File: src/rtl/prbs_mr_pkg.sv
package prbs_mr_pkg;

    localparam int unsigned LFSR_W  = 31;
    localparam int unsigned N_CODES = 8;
    localparam int unsigned IDX_W   = $clog2(LFSR_W + 1);

    typedef logic [LFSR_W-1:0] lfsr_t;
    typedef logic [IDX_W-1:0]  idx_t;

    typedef enum logic [2:0] {
        ORD_7  = 3'd0,
        ORD_9  = 3'd1,
        ORD_11 = 3'd2,
        ORD_15 = 3'd3,
        ORD_20 = 3'd4,
        ORD_23 = 3'd5,
        ORD_31 = 3'd6,
        ORD_7B = 3'd7
    } order_e;

    typedef enum logic [2:0] {
        MR_HALF    = 3'd0,
        MR_QUARTER = 3'd1,
        MR_EIGHTH  = 3'd2,
        MR_3QUART  = 3'd3,
        MR_7EIGHTH = 3'd4
    } ratio_e;

    typedef enum logic {
        SP_ADJ   = 1'b0,
        SP_THREE = 1'b1
    } spacing_e;

    typedef struct packed {
        ratio_e   ratio;
        spacing_e spacing;
    } mark_cfg_t;

    // register length for an order code
    function automatic idx_t order_len(logic [2:0] code);
        case (code)
            3'd1:    return idx_t'(9);
            3'd2:    return idx_t'(11);
            3'd3:    return idx_t'(15);
            3'd4:    return idx_t'(20);
            3'd5:    return idx_t'(23);
            3'd6:    return idx_t'(31);
            default: return idx_t'(7);
        endcase
    endfunction

    // inner feedback exponent for an order code
    function automatic idx_t order_tap(logic [2:0] code);
        case (code)
            3'd1:    return idx_t'(5);
            3'd2:    return idx_t'(9);
            3'd3:    return idx_t'(14);
            3'd4:    return idx_t'(3);
            3'd5:    return idx_t'(18);
            3'd6:    return idx_t'(28);
            default: return idx_t'(6);
        endcase
    endfunction

    // all ones over the active stages; doubles as the state mask
    function automatic lfsr_t seed_of(logic [2:0] code);
        return {LFSR_W{1'b1}} >> (idx_t'(LFSR_W) - order_len(code));
    endfunction

endpackage

File: src/rtl/prbs_lfsr.sv
module prbs_lfsr
    import prbs_mr_pkg::*;
(
    input  logic   clk,
    input  logic   rst,
    input  logic   step,
    input  logic   load,
    input  order_e order,
    output lfsr_t  state,
    output logic   at_seed
);

    lfsr_t               state_q;
    lfsr_t               seed;
    lfsr_t               nxt;
    logic [N_CODES-1:0]  fb_cand;
    logic                fb;

    // one feedback XOR per order code, picked by the select
    for (genvar g = 0; g < N_CODES; g++) begin : g_fb
        localparam int HI  = int'(order_len(3'(g))) - 1;
        localparam int TAP = int'(order_tap(3'(g))) - 1;
        assign fb_cand[g] = state_q[HI] ^ state_q[TAP];
    end

    assign seed    = seed_of(order);
    assign fb      = fb_cand[order];
    assign nxt     = ((state_q << 1) | lfsr_t'(fb)) & seed;
    assign at_seed = (state_q == seed);
    assign state   = state_q;

    always_ff @(posedge clk) begin
        if (rst || load)
            state_q <= seed;
        else if (step)
            state_q <= nxt;
    end


    lfsr_nonzero_chk: assert property (@(posedge clk) disable iff (rst)
        state_q != '0);

endmodule

File: src/rtl/prbs_mark_shaper.sv
module prbs_mark_shaper
    import prbs_mr_pkg::*;
(
    input  lfsr_t     state,
    input  order_e    order,
    input  mark_cfg_t cfg,
    output logic      bit_o
);

    lfsr_t aligned;
    idx_t  i0;
    idx_t  i1;
    idx_t  i2;
    logic  t0;
    logic  t1;
    logic  t2;
    logic  and2;
    logic  and3;

    // move the output stage to the top bit so tap positions are fixed
    assign aligned = state << (idx_t'(LFSR_W) - order_len(order));
    assign i0      = idx_t'(LFSR_W - 1);

    always_comb begin
        if (cfg.spacing == SP_THREE) begin
            i1 = i0 - idx_t'(3);
            i2 = i0 - idx_t'(6);
        end else begin
            i1 = i0 - idx_t'(1);
            i2 = i0 - idx_t'(2);
        end
    end

    assign t0   = aligned[i0];
    assign t1   = aligned[i1];
    assign t2   = aligned[i2];
    assign and2 = t0 & t1;
    assign and3 = and2 & t2;

    always_comb begin
        case (cfg.ratio)
            MR_QUARTER: bit_o = and2;
            MR_EIGHTH:  bit_o = and3;
            MR_3QUART:  bit_o = ~and2;
            MR_7EIGHTH: bit_o = ~and3;
            default:    bit_o = t0;
        endcase
    end

endmodule

File: src/rtl/prbs_mark_gen.sv
module prbs_mark_gen
    import prbs_mr_pkg::*;
(
    input  logic       clk,
    input  logic       rst,
    input  logic       en,
    input  logic [2:0] poly_sel,
    input  logic [2:0] ratio_sel,
    input  logic       spacing_sel,
    output logic       dout,
    output logic       sop
);

    order_e    cur_order;
    order_e    req_order;
    order_e    ord_use;
    logic      reload;
    logic      step;
    lfsr_t     state;
    logic      at_seed;
    mark_cfg_t pend_cfg;
    mark_cfg_t act_cfg;
    mark_cfg_t use_cfg;
    logic      shaped;
    logic      dout_q;
    logic      sop_q;

    assign req_order = order_e'(poly_sel);
    assign reload    = (req_order != cur_order);
    assign ord_use   = (rst || reload) ? req_order : cur_order;
    assign step      = en && !reload;

    assign pend_cfg.ratio   = ratio_e'(ratio_sel);
    assign pend_cfg.spacing = spacing_e'(spacing_sel);
    // a new setting is adopted only on the first bit of a period
    assign use_cfg          = at_seed ? pend_cfg : act_cfg;

    prbs_lfsr u_lfsr (
        .clk     (clk),
        .rst     (rst),
        .step    (step),
        .load    (reload),
        .order   (ord_use),
        .state   (state),
        .at_seed (at_seed)
    );

    prbs_mark_shaper u_shape (
        .state (state),
        .order (cur_order),
        .cfg   (use_cfg),
        .bit_o (shaped)
    );

    always_ff @(posedge clk) begin
        if (rst) begin
            cur_order <= req_order;
            act_cfg   <= pend_cfg;
            dout_q    <= 1'b0;
            sop_q     <= 1'b0;
        end else if (reload) begin
            cur_order <= req_order;
            dout_q    <= 1'b0;
            sop_q     <= 1'b0;
        end else if (step) begin
            act_cfg   <= use_cfg;
            dout_q    <= shaped;
            sop_q     <= at_seed;
        end else begin
            sop_q     <= 1'b0;
        end
    end

    assign dout = dout_q;
    assign sop  = sop_q;


    sop_pulse_chk: assert property (@(posedge clk) disable iff (rst)
        sop_q |=> !sop_q);


    hold_when_idle_chk: assert property (@(posedge clk) disable iff (rst)
        (!en && !reload) |=> ($stable(dout_q) && !sop_q));


    reload_seed_chk: assert property (@(posedge clk) disable iff (rst)
        ($past(reload) && !reload) |-> at_seed);


    cfg_at_start_chk: assert property (@(posedge clk) disable iff (rst)
        !$stable(act_cfg) |-> $past(at_seed && step));

endmodule

File: config.mk
export PLATFORM = sky130hd
export DESIGN_NAME = prbs_mark_gen
export DESIGN_NICKNAME = d
export VERILOG_FILES = /design/src/rtl/prbs_mr_pkg.sv /design/src/rtl/prbs_lfsr.sv /design/src/rtl/prbs_mark_shaper.sv /design/src/rtl/prbs_mark_gen.sv
export SDC_FILE = /design/constraint.sdc
export NUM_CORES = 1
export LEC_CHECK = 0
export BUFFER_PORTS_ARGS = -buffer_cell sky130_fd_sc_hd__buf_2
export CORE_UTILIZATION = 50
export DETAILED_ROUTE_END_ITERATION = 6
export PLACE_DENSITY = 0.67
export SLEW_MARGIN = 40
export SYNTH_ARGS = -nofsm -noshare
export SYNTH_HDL_FRONTEND = slang
export SYNTH_HIERARCHICAL = 1
export SYNTH_SLANG_ARGS = --single-unit
File: constraint.sdc
create_clock -name clk -period 13.8 [get_ports clk]
set_input_delay 2.07 -clock clk [delete_from_list [all_inputs] [get_ports clk]]
set_output_delay 2.07 -clock clk [all_outputs]
set_load 0.03 [all_outputs]
==> results.tsv, run 1 <==
metric	value	unit
DIE HEIGHT	75.16	um
Total GRT Usage	21.41	%
setup violators final	0	
cell row count	26	
DRT iter0 DRCs	101	
Place WS	7.710	ns
R2R Path End	dout	
Die W	75.16	um
commonest non-fill, non-tap cell in the layout	edfxtp_1	
gp weighted congestion	0.8723	
Avg Inst Size Synth	11.59	um^2
PwrDens	102.2	mW/mm^2
CTS tree	built	
Ports	12	
die area	0.005649	mm^2
Overflow after GRT	0	
clock share of power	26.6	%
initial antenna violation count	0	
Ys Warns	6	
CP max-delay cell	nor4_2	
CTS resizes	0	
Max Cap Violations	0	
slew margin rel.	52.24	%
worst min path class	reg -> reg	
Final Hold Viols	0	
most frequent cells in the layout	edfxtp_1, nor2_1, buf_2, nand2_1, ha_1	
setup_tns	0	ns
DR WL/cell	17.76	um
worst r2r src	u_lfsr/state[27]	
Hold EP	u_lfsr/state[2]	
clock sink total	40	
power share of the combinational group	18.6	%
CP Launch Type	input pin	
period utilisation layout	41.96	%
Avg Vias per Cell	5.941	
vias in the first global route	1694	
Yosys reg bits	40	
Flop pwr share	54.9	%
CTS HTree Levels	2	
crit path cell chain	buf_2, nand3b_1, inv_1, ha_1, nor4b_1, nand4_1, nor4_2, mux2_2, o31ai_1, a21oi_1, or3b_1, a311o_1, nor3b_2, mux2i_1, nor3b_2	
Top FF cell, synth	edfxtp_1	
VDD IR-drop max	0.00005425	V
reg2reg setup slack	9.98	ns
global-route wire length before repair	8.694	mm
fin nets	257	
final setup margin	8.009	ns
DRT antenna net count	0	
met3 GRT Util	4.552	%
clk_lat worst skew	0.29	ns
Max Transition Viols Final	0	
slowest cell delay on critical path	0.62	ns
Unique masters post-synth	54	
Vias	1824	
Async S/R FF share, synth	0	%
outcome	finished, final reports clean	
hold_sp	u_lfsr/state[1]	
Worst setup EP type	flip-flop	
EDFF count, synth	38	
crit path max fanout	12	
Critical Path RT	14.03	ns
Worst R2R Path Depth	12	
crit-path most repeated cell	nor3b_2	
Routed WL	5.451	mm
Critical Path AT	6.02	ns
layout cells sized above 1	19.41	%
worst-margin pin slew	0.7165	ns
GR Util met2	35.84	%
Layout area overhead	5.096	%
Root Buffer	clkbuf_8	
Clock Skew	0.01013	ns
minimum clock period	5.791	ns
Cells after DPL	299	
pin count of the biggest net entering global routing	32	
Hold-fix buffers, CTS	0	
cell area after synthesis	0.002676	mm^2
HPWL after DPL	3.958	mm
sequential-to-total area share from yosys stat	44.13	%
Setup CP Type	in -> reg	
global route hottest layer	met2	
Mapped Nets	252	
Pleak	0.001103	uW
# Post-CTS Setup Buffers	0	
GRT met1 Usage	27.91	%
RSZ-0062 raised after global routing	no	
Num CTS Buffers	5	
Gate Count Post-Synth	231	
hold path depth	1	
drt drc	0	
clock buffer depth	2	
First-pass DRT Iterations	4	
Buffers on Ports	11	
antenna cell count	0	
P_int	206.4	uW
Sw Ratio	28.18	%
Core ar.	0.005140	mm^2
clock slew at reported path FFs	0.08	ns
Initial Util	52.07	%
switching power of the nets	80.97	uW
Max Clock Freq	0.1727	GHz
non-filler cells, final	307	
[metrics by stage]
| stage | utilization (%) | area (um^2) | total power, uW | hold slack [ns] |
|---|---|---|---|---|
| 3_5_place_dp | 53.09 | 2729 | 213.2 | 0.5706 |
| 2_1_floorplan | - | 2676 | 200.0 | 0.5099 |
| 6_report | 54.72 | 2813 | 287.4 | 0.5840 |
| 3_3_place_gp | 53.09 | 2729 | 212.4 | 0.5533 |
| 4_1_cts | 54.72 | 2813 | 289.9 | 0.5874 |
| 5_1_grt | 54.72 | 2813 | 300.3 | 0.6041 |
[cell type report]
| type | count | area, um^2 |
|---|---|---|
| fill | 470 | 2327 |
| multi-input combinational | 171 | 1371 |
| sequential | 40 | 1181 |
| tap | 70 | 87.58 |
| clock buffer | 6 | 72.57 |
| timing repair buffer | 13 | 70.07 |
| inverter | 5 | 18.77 |
| clock inverter | 2 | 11.26 |
[synthesized netlist by cell type (all sizes together) (5+ instances only)]
library cell,number,share of area (%)
inv,5,0.70
or2,5,1.2
edfxtp,38,43
xnor2,7,2.3
a21o,10,2.9
mux2,10,4.2
nor2,20,2.9
mux2i,6,2.2
buf,6,2.0
o21ai,9,1.7
xor2,5,1.6
nor3,7,1.5
mux4,7,6.5
nand2,11,1.5
o21a,8,2.2
ha,11,5.1
clkbuf,8,1.5
or3,9,2.1
[worst max-delay path by stage]
| stage | from | endpoint | depth (start not counted) |
|---|---|---|---|
| after floorplan | poly_sel[1] | dout | 17 |
| after global placement | poly_sel[0] | dout | 15 |
| after detailed placement | poly_sel[0] | dout | 15 |
| after CTS | poly_sel[0] | dout | 15 |
| after global routing | poly_sel[0] | dout | 15 |
| final | poly_sel[0] | dout | 15 |
[state kept, by name, indices dropped and copies added, names as in the netlist]
| signal | cells |
|---|---|
| u_lfsr/state | 31 |
| sop | 1 |
| cur_order | 3 |
| dout | 1 |
| act_cfg | 4 |
[per-layer routing]
metal	wire, um	vias to the layer above
li1	-	888
met1	2492	896
met2	2660	33
met3	224	7
met4	73	0
met5	0	-
[worst max-delay path: cells and delay by family]
kind / cells / cell delay, ns
buf+inv: 2 / 0.43
simple gates: 7 / 2.15
compound gates: 3 / 0.49
fa+ha+maj: 1 / 0.28
mux: 2 / 0.56
[power groups by stage]
stage               registers (uW)  clock network [uW]  logic (uW)
finish                         158                76.3        53.4
global route                   159                82.3        58.8
CTS                            158                79.1        53.1
detailed placement             160                   0        52.8
global placement               160                   0        52.4
floorplan                      154                   0        46.4
[logic make-up (layout without fill, tap and decap cells)]
family | Yosys count | in the layout | synth area share (%)
DFF | 40 | 40 | 44.13
adders and majority gates | 11 | 11 | 5.143
buffers and inverters | 20 | 26 | 4.627
muxes | 23 | 23 | 12.90
AOI/OAI and AO/OA | 43 | 43 | 11.31
xor gates and xnor gates | 12 | 12 | 3.927
and+or+nand+nor | 82 | 82 | 17.95
No activity file was read; power rests on OpenSTA's default activity.
==> run 2: changes to the inputs <==
- PLACE_DENSITY: 0.67 -> 0.7
- clock period: 13.8 -> 5 ns (I/O delays scaled with it)
==> results.tsv, run 2 (same netlist as run 1, synthesis figures left out) <==
metric	value	unit
initial antenna violation count	0	
Root Buffer	clkbuf_8	
Ports	12	
setup violators final	0	
Max Cap Violations	0	
DR WL/cell	18.14	um
VDD IR-drop max	0.0001238	V
global-route wire length before repair	8.942	mm
Num CTS Buffers	5	
clk_lat worst skew	0.30	ns
HPWL after DPL	4.002	mm
DIE HEIGHT	75.16	um
antenna cell count	0	
GRT met1 Usage	26.72	%
reg2reg setup slack	1.43	ns
DRT iter0 DRCs	168	
Place WS	0.4581	ns
Worst setup EP type	flip-flop	
CTS resizes	0	
Max Transition Viols Final	0	
Initial Util	52.07	%
Max Clock Freq	0.2364	GHz
CP Launch Type	input pin	
Layout area overhead	5.236	%
First-pass DRT Iterations	5	
CP Launch Point	poly_sel[0]	
CTS tree	built	
die area	0.005649	mm^2
slowest cell delay on critical path	0.40	ns
Overflow after GRT	0	
Hold-fix buffers, CTS	0	
setup_tns	0	ns
worst min path class	reg -> reg	
final setup margin	0.7699	ns
# Post-CTS Setup Buffers	0	
clock buffer depth	2	
most frequent cells in the layout	edfxtp_1, nor2_1, buf_2, nand2_1, ha_1	
vias in the first global route	1826	
met3 GRT Util	5.890	%
Final Hold Viols	0	
Avg Vias per Cell	6.081	
CP max-delay cell	or3b_1	
global route hottest layer	met2	
commonest non-fill, non-tap cell in the layout	edfxtp_1	
cell row count	26	
Die W	75.16	um
worst-margin pin slew	0.7393	ns
crit-path most repeated cell	nor3b_2	
Critical Path RT	5.23	ns
max reg flops	31	
CP Buf/Inv Count	3	
Fillers	476	
Setup CP Type	in -> reg	
Buffers on Ports	11	
clock sink total	40	
cell family with most CP delay	simple AND/OR/NAND/NOR gates	
Routed WL	5.586	mm
hold_sp	dout	
Vias	1873	
minimum clock period	4.230	ns
slew margin rel.	50.71	%
period utilisation layout	84.60	%
Pleak	0.001109	uW
Critical Path AT	4.46	ns
pin count of the biggest net entering global routing	32	
outcome	finished, final reports clean	
fin nets	258	
drt drc	0	
worst r2r src	u_lfsr/state[27]	
layout cells sized above 1	19.33	%
Core ar.	0.005140	mm^2
PwrDens	280.5	mW/mm^2
crit path max fanout	12	
Total GRT Usage	21.95	%
clock slew at reported path FFs	0.08	ns
gp weighted congestion	0.8554	
Clock Skew	0.007904	ns
CTS HTree Levels	2	
DRT antenna net count	0	
crit path cell chain	buf_2, nand3b_1, inv_1, ha_1, nor4b_1, nand4_1, nor4_2, buf_4, mux2_2, o31ai_1, a21oi_1, or3b_1, a311o_1, nor3b_2, mux2i_1, nor3b_2	
GR Util met2	37.44	%
RSZ-0062 raised after global routing	no	
## run 2: cell types whose count changed in the layout (fill, tap and decap cells not counted), sizes merged
| cell | previous run | this run |
|---|---|---|
| clkinvlp | 1 | 0 |
| clkbuf | 6 | 7 |
| buf | 13 | 14 |
## run 2: final cells by class
| cell class | count | area (um^2) | area share, % |
|---|---|---|---|
| Multi-Input combinational cell | 171 | 1371 | 48.69 |
| Inverter | 5 | 18.77 | 0.6664 |
| Clock buffer | 7 | 76.32 | 2.710 |
| Sequential cell | 40 | 1181 | 41.94 |
| Clock inverter | 1 | 3.754 | 0.1333 |
| Timing Repair Buffer | 14 | 77.57 | 2.754 |
| Tap cell | 70 | 87.58 | 3.110 |
## run 2: worst reg2reg max path, cell delays in order, from the launching register on
cell      delay [ns]
edfxtp_1        0.47
ha_1            0.33
nor4b_1         0.35
nand4_1         0.18
nor4_2          0.26
buf_4           0.19
mux2_2          0.38
o31ai_1         0.08
a21oi_1         0.08
or3b_1          0.40
a311o_1         0.35
nor3b_2         0.18
mux2i_1         0.11
nor3b_2         0.14
## run 2: power by group
group / switching (uW) / leakage (uW) / internal, uW
registers: 36.6 / 0.000407 / 399
clock network: 107 / 0.0000399 / 97.1
logic: 75.7 / 0.000662 / 74.6
total: 219 / 0.00111 / 570
## run 2: final timing paths
| kind | endpoint | depth (start not counted) |
|---|---|---|
| worst max-delay path | dout | 16 |
| worst min-delay path | dout | 2 |
| worst min register to register | dout | 2 |
| worst max register to register | dout | 13 |
## run 2: per-stage QoR
| stage | cells | hold slack, ns | total power [uW] | utilization, % | instance area (um^2) |
|---|---|---|---|---|---|
| after floorplan | 231 | 0.5099 | 552.1 | - | 2676 |
| after CTS | 308 | 0.5789 | 797.5 | 54.80 | 2816 |
| after global routing | 308 | 0.6130 | 829.8 | 54.80 | 2816 |
| after detailed placement | 300 | 0.5621 | 590.3 | 53.24 | 2736 |
| final | 308 | 0.5756 | 789.9 | 54.80 | 2816 |
| after global placement | 300 | 0.5543 | 586.2 | 53.24 | 2736 |
## run 2: layer usage
layer / vias to the layer above / routed length [um]
li1: 893 / -
met1: 899 / 2455
met2: 69 / 2726
met3: 12 / 305
met4: 0 / 99
met5: - / 0
==> run 3: changes to the inputs <==
- PLACE_DENSITY: 0.7 -> 0.67
- clock period: 5 -> 4 ns (I/O delays scaled with it)
==> results.tsv, run 3 (same netlist as run 1, synthesis figures left out) <==
metric	value	unit
Critical Path AT	3.84	ns
gp weighted congestion	0.8460	
worst r2r src	u_lfsr/state[27]	
DR WL/cell	18.47	um
CTS tree	built	
period utilisation layout	90.30	%
Vias	1860	
CP Launch Type	input pin	
Initial Util	52.07	%
Setup CP Type	in -> reg	
clk_lat worst skew	0.29	ns
antenna cell count	0	
slowest cell delay on critical path	0.41	ns
most frequent cells in the layout	edfxtp_1, nor2_1, buf_2, nand2_1, ha_1	
fin nets	263	
Final Hold Viols	0	
Core ar.	0.005140	mm^2
Place WS	0.08633	ns
met3 wire len	233	um
Hold EP	dout	
CTS HTree Levels	2	
Pleak	0.001158	uW
clock slew at reported path FFs	0.08	ns
Die W	75.16	um
Worst setup EP type	flip-flop	
initial antenna violation count	0	
drt drc	0	
routed length on met1	2.570	mm
cell family with most CP delay	simple AND/OR/NAND/NOR gates	
Clock Skew	0.007249	ns
final hold slack	0.5784	ns
placed cell area	0.002791	mm^2
clock sink total	40	
worst-margin pin slew	0.7515	ns
Routed WL	5.780	mm
final setup margin	0.3881	ns
Overflow after GRT	0	
metal2 WL	2.889	mm
setup_tns	0	ns
Ports	12	
DR top layer	met4	
Worst R2R Path Depth	12	
Total GRT Usage	22.26	%
DRT antenna net count	0	
cell row count	26	
crit path max fanout	13	
pin count of the biggest net entering global routing	22	
HPWL after DPL	4.251	mm
# Post-CTS Setup Buffers	0	
clock buffer depth	2	
slew margin rel.	49.90	%
First-pass DRT Iterations	4	
CP Buf/Inv Count	1	
DRT iter0 DRCs	166	
Num CTS Buffers	5	
Max Clock Freq	0.2769	GHz
vias in the first global route	1744	
hold path depth	2	
Max Transition Viols Final	0	
layout cells sized above 1	22.63	%
die area	0.005649	mm^2
RSZ-0062 raised after global routing	no	
global-route wire length before repair	9.011	mm
Layout area overhead	8.322	%
hold_sp	dout	
CP max-delay cell	or3b_1	
worst min path class	reg -> reg	
Buffers on Ports	11	
crit path cell chain	buf_2, nor3_1, nor2_1, ha_1, nand4b_1, nor3_1, nand4_1, nor4_4, mux2_4, o31ai_1, a21oi_1, or3b_1, a311o_1, nor3b_2, mux2i_1, nor3b_2	
PwrDens	366.8	mW/mm^2
Root Buffer	clkbuf_8	
outcome	finished, final reports clean	
total chip power	1063	uW
max reg flops	31	
Avg Vias per Cell	5.942	
minimum clock period	3.612	ns
Critical Path RT	4.22	ns
CTS resizes	0	
setup violators final	0	
VDD IR-drop max	0.0002078	V
fin area	0.002899	mm^2
Max Cap Violations	0	
R2R Path End	dout	
reg2reg setup slack	0.77	ns
commonest non-fill, non-tap cell in the layout	edfxtp_1	
Hold-fix buffers, CTS	0	
DIE HEIGHT	75.16	um
[run 3: cell count changes in the layout (fill, tap and decap cells not counted), sizes merged]
cell / before / now
bufinv: 0 / 1
clkbuf: 7 / 6
buf: 14 / 19
[run 3: worst max path at each step]
stage	from	to	slack [ns]	cells after the start
after detailed placement	poly_sel[1]	dout	0.09	16
after global placement	poly_sel[1]	dout	0.12	16
after floorplan	poly_sel[1]	dout	0.08	17
after global routing	poly_sel[1]	dout	0.19	15
final	poly_sel[1]	dout	0.39	16
after CTS	poly_sel[1]	dout	0.39	16
[run 3: tightest hold or removal path, cell delays in order, from the launching register on]
cell and delay, ns:
dfxtp_1 0.32, mux2i_1 0.16, nor3b_2 0.06
[run 3: stage by stage]
stage	utilization [%]	instances
3_5_place_dp	54.31	305
3_3_place_gp	54.31	305
6_report	56.40	313
5_1_grt	56.40	313
4_1_cts	56.40	313
2_1_floorplan	-	231
[run 3: layer usage]
metal / vias to the layer above / track usage [%]
met3: 9 / 4.552
met4: 0 / 7.407
li1: 902 / -
met1: 908 / 29.55
met2: 41 / 36.64
met5: - / 0
[run 3: power breakdown]
part	switching, uW	internal [uW]
combinational	93.7	97.1
clock	141	185
sequential	47.9	498
total	283	781
[run 3: cell type report]
type                            instances  area (um^2)
Fill cell                             486         2241
Multi-Input combinational cell        171         1389
Sequential cell                        40         1181
Timing Repair Buffer                   19        115.1
Tap cell                               70        87.58
Clock buffer                            6        72.57
Clock inverter                          2        35.03
Inverter                                5        18.77
